[config.mk]
export PLATFORM = sky130hd
export DESIGN_NAME = wiper_ctrl_core
export DESIGN_NICKNAME = d
export VERILOG_FILES = /design/src/rtl/wiper_pkg.sv /design/src/rtl/wiper_nv_store.sv /design/src/rtl/wiper_bank.sv /design/src/rtl/wiper_ctrl_core.sv
export SDC_FILE = /design/constraint.sdc
export NUM_CORES = 1
export LEC_CHECK = 0
export CAP_MARGIN = 0
export CORE_ASPECT_RATIO = 0.5
export CORE_MARGIN = 8
export CORE_UTILIZATION = 40
export CTS_CLUSTER_DIAMETER = 80
export DETAILED_ROUTE_END_ITERATION = 10
export PLACE_DENSITY_LB_ADDON = 0.05
export SLEW_MARGIN = 20
export SYNTH_ARGS = -nofsm -noshare
export SYNTH_HDL_FRONTEND = slang
export SYNTH_SLANG_ARGS = --single-unit
[constraint.sdc]
create_clock -name clk -period 2.9 [get_ports clk]
set_clock_uncertainty 0.2 [all_clocks]
set_input_delay 0.87 -clock clk [delete_from_list [all_inputs] [get_ports clk]]
set_output_delay 0.87 -clock clk [all_outputs]
set_load 0.03 [all_outputs]
[src/rtl/wiper_pkg.sv]
package wiper_pkg;

    localparam int NUM_CH    = 4;
    localparam int WIPER_W   = 7;
    localparam int DATA_W    = 8;
    localparam int ADDR_W    = 4;
    localparam int NUM_GP    = 3;
    localparam int NUM_NV    = NUM_CH + NUM_GP;
    localparam int NV_IDX_W  = $clog2(NUM_NV);
    localparam int CH_IDX_W  = $clog2(NUM_CH);

    localparam logic [ADDR_W-1:0]  ADDR_CTRL = ADDR_W'(8);
    localparam logic [WIPER_W-1:0] TAP_MID   = WIPER_W'(64);

    typedef enum logic [1:0] {
        RGN_CHAN,
        RGN_GP,
        RGN_CTRL,
        RGN_NONE
    } region_e;

    typedef struct packed {
        region_e               region;
        logic [NV_IDX_W-1:0]   nv_idx;
    } decode_t;

    typedef struct packed {
        logic to_tap;     // 1: channel accesses reach the live tap only
        logic run_en;     // 0: force shutdown
    } ctrl_t;

    function automatic decode_t decode_addr(input logic [ADDR_W-1:0] a);
        decode_t d;
        d.nv_idx = a[NV_IDX_W-1:0];
        if (int'(a) < NUM_CH)
            d.region = RGN_CHAN;
        else if (int'(a) < NUM_NV)
            d.region = RGN_GP;
        else if (a == ADDR_CTRL)
            d.region = RGN_CTRL;
        else
            d.region = RGN_NONE;
        return d;
    endfunction

    function automatic logic [DATA_W-1:0] ctrl_image(input ctrl_t c, input logic busy);
        return {c.to_tap, c.run_en, busy, {(DATA_W-3){1'b0}}};
    endfunction

endpackage

[src/rtl/wiper_nv_store.sv]
module wiper_nv_store
    import wiper_pkg::*;
#(
    parameter int WRITE_CYCLES = 20
) (
    input  logic                             clk,
    input  logic                             rst,
    input  logic                             nv_init,
    input  logic                             start_i,
    input  logic [NV_IDX_W-1:0]              start_idx,
    input  logic [DATA_W-1:0]                start_data,
    output logic                             busy_o,
    output logic [NUM_NV-1:0][DATA_W-1:0]    nv_q
);

    localparam int CNT_W = $clog2(WRITE_CYCLES + 1);

    logic [CNT_W-1:0]    remain;
    logic [NV_IDX_W-1:0] pend_idx;
    logic [DATA_W-1:0]   pend_data;

    assign busy_o = (remain != '0);

    always_ff @(posedge clk) begin
        if (nv_init) begin
            nv_q   <= '0;
            remain <= '0;
        end else if (rst) begin
            remain <= '0;
        end else if (start_i && !busy_o) begin
            remain    <= CNT_W'(WRITE_CYCLES);
            pend_idx  <= start_idx;
            pend_data <= start_data;
        end else if (busy_o) begin
            remain <= remain - 1'b1;
            if (remain == CNT_W'(1))
                nv_q[pend_idx] <= pend_data;
        end
    end

    AST_BUSY_AFTER_START: assert property (@(posedge clk) disable iff (rst || nv_init)
        (start_i && !busy_o) |=> busy_o);

    AST_CELLS_HOLD_IDLE: assert property (@(posedge clk) disable iff (rst || nv_init)
        (!busy_o && !start_i) |=> $stable(nv_q));

endmodule

[src/rtl/wiper_bank.sv]
module wiper_bank
    import wiper_pkg::*;
(
    input  logic                              clk,
    input  logic                              rst,
    input  logic                              nv_ready,
    input  logic [NUM_CH-1:0][WIPER_W-1:0]    start_val,
    input  logic                              wr_en,
    input  logic [CH_IDX_W-1:0]               wr_ch,
    input  logic [WIPER_W-1:0]                wr_data,
    output logic [NUM_CH-1:0][WIPER_W-1:0]    tap_q
);

    logic                load_pending;
    logic                do_load;
    logic [WIPER_W-1:0]  tap_r [NUM_CH];

    assign do_load = load_pending && nv_ready;

    always_ff @(posedge clk) begin
        if (rst)
            load_pending <= 1'b1;
        else if (nv_ready)
            load_pending <= 1'b0;
    end

    for (genvar ch = 0; ch < NUM_CH; ch++) begin : g_tap
        always_ff @(posedge clk) begin
            if (rst)
                tap_r[ch] <= TAP_MID;
            else if (wr_en && wr_ch == CH_IDX_W'(ch))
                tap_r[ch] <= wr_data;
            else if (do_load)
                tap_r[ch] <= start_val[ch];
        end
        assign tap_q[ch] = tap_r[ch];

        AST_TAP_MID_AFTER_RESET: assert property (@(posedge clk) disable iff (rst)
            $past(rst) |-> tap_q[ch] == TAP_MID);
    end

    AST_LOAD_ONCE: assert property (@(posedge clk) disable iff (rst)
        !load_pending |=> !load_pending);

endmodule

[src/rtl/wiper_ctrl_core.sv]
module wiper_ctrl_core
    import wiper_pkg::*;
#(
    parameter int NV_WRITE_CYCLES = 20
) (
    input  logic                         clk,
    input  logic                         rst,
    input  logic                         nv_init,
    input  logic                         nv_ready,
    input  logic [ADDR_W-1:0]            host_addr,
    input  logic [DATA_W-1:0]            host_wdata,
    input  logic                         host_we,
    input  logic                         host_re,
    output logic [DATA_W-1:0]            host_rdata,
    input  logic                         shdn_n_pin,
    output logic                         shutdown,
    output logic [NUM_CH*WIPER_W-1:0]    wiper_pos
);

    decode_t                           dec;
    ctrl_t                             ctrl;
    logic                              busy;
    logic                              wr_ok;
    logic                              nv_start;
    logic [DATA_W-1:0]                 nv_wdata;
    logic [NUM_NV-1:0][DATA_W-1:0]     nv_q;
    logic [NUM_CH-1:0][WIPER_W-1:0]    start_val;
    logic [NUM_CH-1:0][WIPER_W-1:0]    tap_q;
    logic [CH_IDX_W-1:0]               ch_sel;
    logic [DATA_W-1:0]                 rd_next;

    assign dec    = decode_addr(host_addr);
    assign ch_sel = host_addr[CH_IDX_W-1:0];
    assign wr_ok  = host_we && !busy;

    // control byte
    always_ff @(posedge clk) begin
        if (rst) begin
            ctrl.to_tap <= 1'b0;
            ctrl.run_en <= 1'b1;
        end else if (wr_ok && dec.region == RGN_CTRL) begin
            ctrl.to_tap <= host_wdata[DATA_W-1];
            ctrl.run_en <= host_wdata[DATA_W-2];
        end
    end

    // non-volatile write launch
    assign nv_start = wr_ok && ((dec.region == RGN_CHAN && !ctrl.to_tap) ||
                                 dec.region == RGN_GP);
    assign nv_wdata = (dec.region == RGN_CHAN) ? {1'b0, host_wdata[WIPER_W-1:0]}
                                               : host_wdata;

    wiper_nv_store #(
        .WRITE_CYCLES (NV_WRITE_CYCLES)
    ) u_nv (
        .clk        (clk),
        .rst        (rst),
        .nv_init    (nv_init),
        .start_i    (nv_start),
        .start_idx  (dec.nv_idx),
        .start_data (nv_wdata),
        .busy_o     (busy),
        .nv_q       (nv_q)
    );

    for (genvar c = 0; c < NUM_CH; c++) begin : g_start
        assign start_val[c] = nv_q[c][WIPER_W-1:0];
    end

    wiper_bank u_bank (
        .clk       (clk),
        .rst       (rst),
        .nv_ready  (nv_ready),
        .start_val (start_val),
        .wr_en     (wr_ok && dec.region == RGN_CHAN),
        .wr_ch     (ch_sel),
        .wr_data   (host_wdata[WIPER_W-1:0]),
        .tap_q     (tap_q)
    );

    assign wiper_pos = tap_q;

    // read path
    always_comb begin
        rd_next = '0;
        case (dec.region)
            RGN_CHAN: rd_next = ctrl.to_tap ? {1'b0, tap_q[ch_sel]}
                                            : {1'b0, start_val[ch_sel]};
            RGN_GP:   rd_next = nv_q[dec.nv_idx];
            RGN_CTRL: rd_next = ctrl_image(ctrl, busy);
            default:  rd_next = '0;
        endcase
    end

    always_ff @(posedge clk) begin
        if (rst)
            host_rdata <= '0;
        else if (host_re)
            host_rdata <= rd_next;
    end

    assign shutdown = !(ctrl.run_en && shdn_n_pin);

    AST_BUSY_FREEZES_CTRL: assert property (@(posedge clk) disable iff (rst)
        (busy && host_we) |=> $stable(ctrl));

    AST_CTRL_LOW_BITS_ZERO: assert property (@(posedge clk) disable iff (rst)
        (host_re && host_addr == ADDR_CTRL) |=> host_rdata[4:0] == 5'd0);

    AST_UNMAPPED_READS_ZERO: assert property (@(posedge clk) disable iff (rst)
        (host_re && dec.region == RGN_NONE) |=> host_rdata == '0);

    AST_PIN_FORCES_SHUTDOWN: assert property (@(posedge clk) disable iff (rst)
        !shdn_n_pin |-> shutdown);

    AST_RDATA_HOLDS: assert property (@(posedge clk) disable iff (rst)
        !host_re |=> $stable(host_rdata));

endmodule

==> flow_metrics.env <==
export IMPL_synthDistinctLibCells=51
export IMPL_clock_power_share_pct=33.3
export IMPL_power_density_nw_per_um2=580
export IMPL_hold_end="host_rdata[5]"
export IMPL_rsz0062_at_grt="no"
export IMPL_rrSetupSlack_ns=0.31
export IMPL_netlist_area_um2=4910
export IMPL_ys_seq_area_share_pct=51.6
export IMPL_final_nets=543
export IMPL_synth_commonest_cells="70 x nor2_1, 68 x dfxtp_1, 62 x mux2i_1, 39 x edfxtp_1, 18 x a22o_1"
export IMPL_synth_cells=427
export IMPL_n_antenna_cell=0
export IMPL_coreArea_um2=11900
export IMPL_yosysWarnings=0
export IMPL_fmax_mhz=367
export IMPL_max_vdd_ir_drop_mv=0.315
export IMPL_detailedPlace_worstSlack_ns=-0.187
export IMPL_grt_max_degree=54
export IMPL_drt_vias_per_instance=5.65
export IMPL_initial_utilization_pct=41.2
export IMPL_slowest_delay_ns=0.51
export IMPL_cts_tree="built"
export IMPL_drt_initial_drc_count=284
export IMPL_setup_viol=0
export IMPL_n_fill_cell=1057
export IMPL_holdWs_ns=0.286
export IMPL_synth_top_area_share_pct=27.7
export IMPL_firstDrtPassIters=5
export IMPL_placed_area_um2=6020
export IMPL_dp_cells=675
export IMPL_fp_row_count=28
export IMPL_portBuffers=55
export IMPL_comb_power_share_pct=20.2
export IMPL_max_clock_path_buffers=2
export IMPL_crit_slowest_cell="clkdlybuf4s50_1"
export IMPL_cts_resized=0
export IMPL_synthTopCellsByArea="dfxtp_1 28%, edfxtp_1 24%, mux2i_1 13%"
export IMPL_grt_pass1_vias=3883
export IMPL_synth_area_leader_cell="dfxtp_1"
export IMPL_switching_power_mw=1.11
export IMPL_synth_most_common_cell="nor2_1"
export IMPL_dp_hpwl_um=11500
export IMPL_slew_viol_final=0
export IMPL_swShare_pct=30.4
export IMPL_post_cts_buffers=0
export IMPL_reg2reg_depth=7
export IMPL_antenna_found_initial=0
export IMPL_area_delta_synth_final_pct=28.4
export IMPL_clock_latency_ns=0.35
export IMPL_worstMarginPinSlew_ns=0.593
export IMPL_crit_fanout=14
export IMPL_drc=0
export IMPL_crit_chain="clkdlybuf4s50_1, buf_12, buf_4, nor2b_1, nand4_1, and2_1, a22o_1"
export IMPL_postRouteAntennaNets=0
export IMPL_finalHoldViolCount=0
export IMPL_synthArstFlopShare_pct=0
export IMPL_max_slew_margin_pct=60.4
export IMPL_period_share_pct=94.0
export IMPL_die_y_um=94.4
export IMPL_htree_levels=3
export IMPL_grt_usage_pct=18.4
export IMPL_cts_sinks=107
export IMPL_intPower_mw=2.55
export IMPL_min_path_type="register to register"
export IMPL_die_x_um=173
export IMPL_cp_end_kind="register"
export IMPL_required_ns=2.81
export IMPL_io_pin_count=56
export IMPL_ctsHoldBuffers=0
export IMPL_seq_power_share_pct=46.5
export IMPL_rr_endpoint="u_bank.tap_r[3][5]"
export IMPL_cts_clk_slew_worst_paths_ns=0.08
export IMPL_synth_edf_count=39
export IMPL_grt_overflow=0
export IMPL_drv_cap=0
export IMPL_syn_area_per_cell_um2=11.5
export IMPL_ys_flop_type="dfxtp_1"
export IMPL_whs_path_depth=2
export IMPL_total_power_mw=3.66
export IMPL_final_area_um2=6310
export IMPL_cts_root_buf="clkbuf_16"
export IMPL_post_drt_wl_per_cell_um=21.8
export IMPL_r2r_start="u_nv.remain[0]"
export IMPL_die_area_um2=16300
export IMPL_hp_start="host_rdata[5]"
export IMPL_cp_data_arrival_time_ns=2.63
export IMPL_fin_crit_ns=2.73
export IMPL_path_class="primary input to register"
export IMPL_fin_ws_ns=0.174
export IMPL_drt_wl_total_um=15100
export IMPL_place_congestion=0.861
export IMPL_vias=3904
export IMPL_synth_nets=449
export IMPL_grt_pass1_wl_um=23000
export IMPL_drive_above_1_share_pct=19.4
export IMPL_status="completed"
export IMPL_p_leak_nw=2.46
export IMPL_cts_made_buffers=9
export IMPL_start_kind="primary input"
export IMPL_stdcell_count=691
export IMPL_ys_seq_elements=107
-- power groups by stage --
stage / Combinational (mW) / Sequential, mW / Clock [mW]
after global placement: 0.718 / 1.73 / 0
after global routing: 0.795 / 1.71 / 1.31
after CTS: 0.734 / 1.70 / 1.24
final: 0.738 / 1.70 / 1.22
after detailed placement: 0.732 / 1.74 / 0
after floorplan: 0.406 / 1.77 / 0
-- flip-flops by register name, indices dropped and copies added (netlist names) --
signal               count
ctrl                     2
u_nv.pend_idx            3
u_nv.nv_q               52
u_bank.tap_r            28
u_bank.load_pending      1
u_nv.remain              5
u_nv.pend_data           8
host_rdata               8
-- logic make-up after synthesis --
family | synth area share [%]
AO/OA/AOI/OAI | 10.8
AND/OR/NAND/NOR | 14.4
XOR/XNOR | 0.357
flip-flops | 51.6
buffers and inverters | 3.26
adder cells (fa/ha/maj) | 0.764
multiplexers | 18.8
-- cell type report --
cell class / count / area, um^2 / share of cell area, %
clock buffer: 9 / 225 / 3.57
clock inverter: 7 / 65.1 / 1.03
inverter: 15 / 56.3 / 0.893
multi-input combinational: 281 / 2240 / 35.5
sequential: 107 / 2530 / 40.2
tap: 165 / 206 / 3.27
timing repair buffer: 107 / 983 / 15.6
-- how the worst max path moves through the flow --
| stage | from | end | slack (ns) | cells after the start |
|---|---|---|---|---|
| after floorplan | host_addr[0] | u_bank.tap_r[0][0] | 0.21 | 4 |
| after global placement | host_addr[1] | host_rdata[5] | -0.15 | 7 |
| final | host_addr[0] | u_bank.tap_r[1][5] | 0.17 | 7 |
| after CTS | host_addr[0] | u_bank.tap_r[1][1] | 0.19 | 7 |
| after global routing | host_addr[0] | host_rdata[4] | 0.11 | 8 |
| after detailed placement | host_addr[0] | u_bank.tap_r[1][1] | -0.19 | 7 |
-- critical path, delay by kind of cell --
kind	cells	cell delay, ns
compound gates	1	0.28
simple gates	3	0.67
buf+inv	3	0.80
-- per-layer routing --
metal  track usage, %  vias to the layer above  share of wire [%]  wire length [um]
li1                 -                     1782                  -                 -
met1             25.7                     1967                 49              7360
met2             29.4                      140                 44              6630
met3             3.82                       15                6.0               899
met4             4.28                        0                1.1               170
met5                0                        -                  0                 0
-- cell usage in the layout (no fill, tap or decap), drive strengths merged, types with 3 or more instances in the layout --
cell and count:
ha 3, a211oi 4, mux4 12, buf 54, dfxtp 68, inv 20, nor4 3, nor3b 8
a211o 6, and3 3, nor4b 5, mux2i 62, nor2 70, nor3 5, mux2 3, o21ai 3
a22oi 4, nand3 4, nor2b 11, clkdlybuf4s50 53, o221ai 5, a22o 18, nand4 6, a31o 6
nand2 13, a32o 5, clkbuf 9, edfxtp 39
-- per-stage QoR --
step                      setup TNS (ns)  utilization, %
after floorplan                        0               -
after global placement             -5.57            50.5
after detailed placement           -6.88            50.5
after CTS                              0            52.9
after global routing                   0            52.9
final                                  0            52.9
No activity file was read; power rests on OpenSTA's default activity.
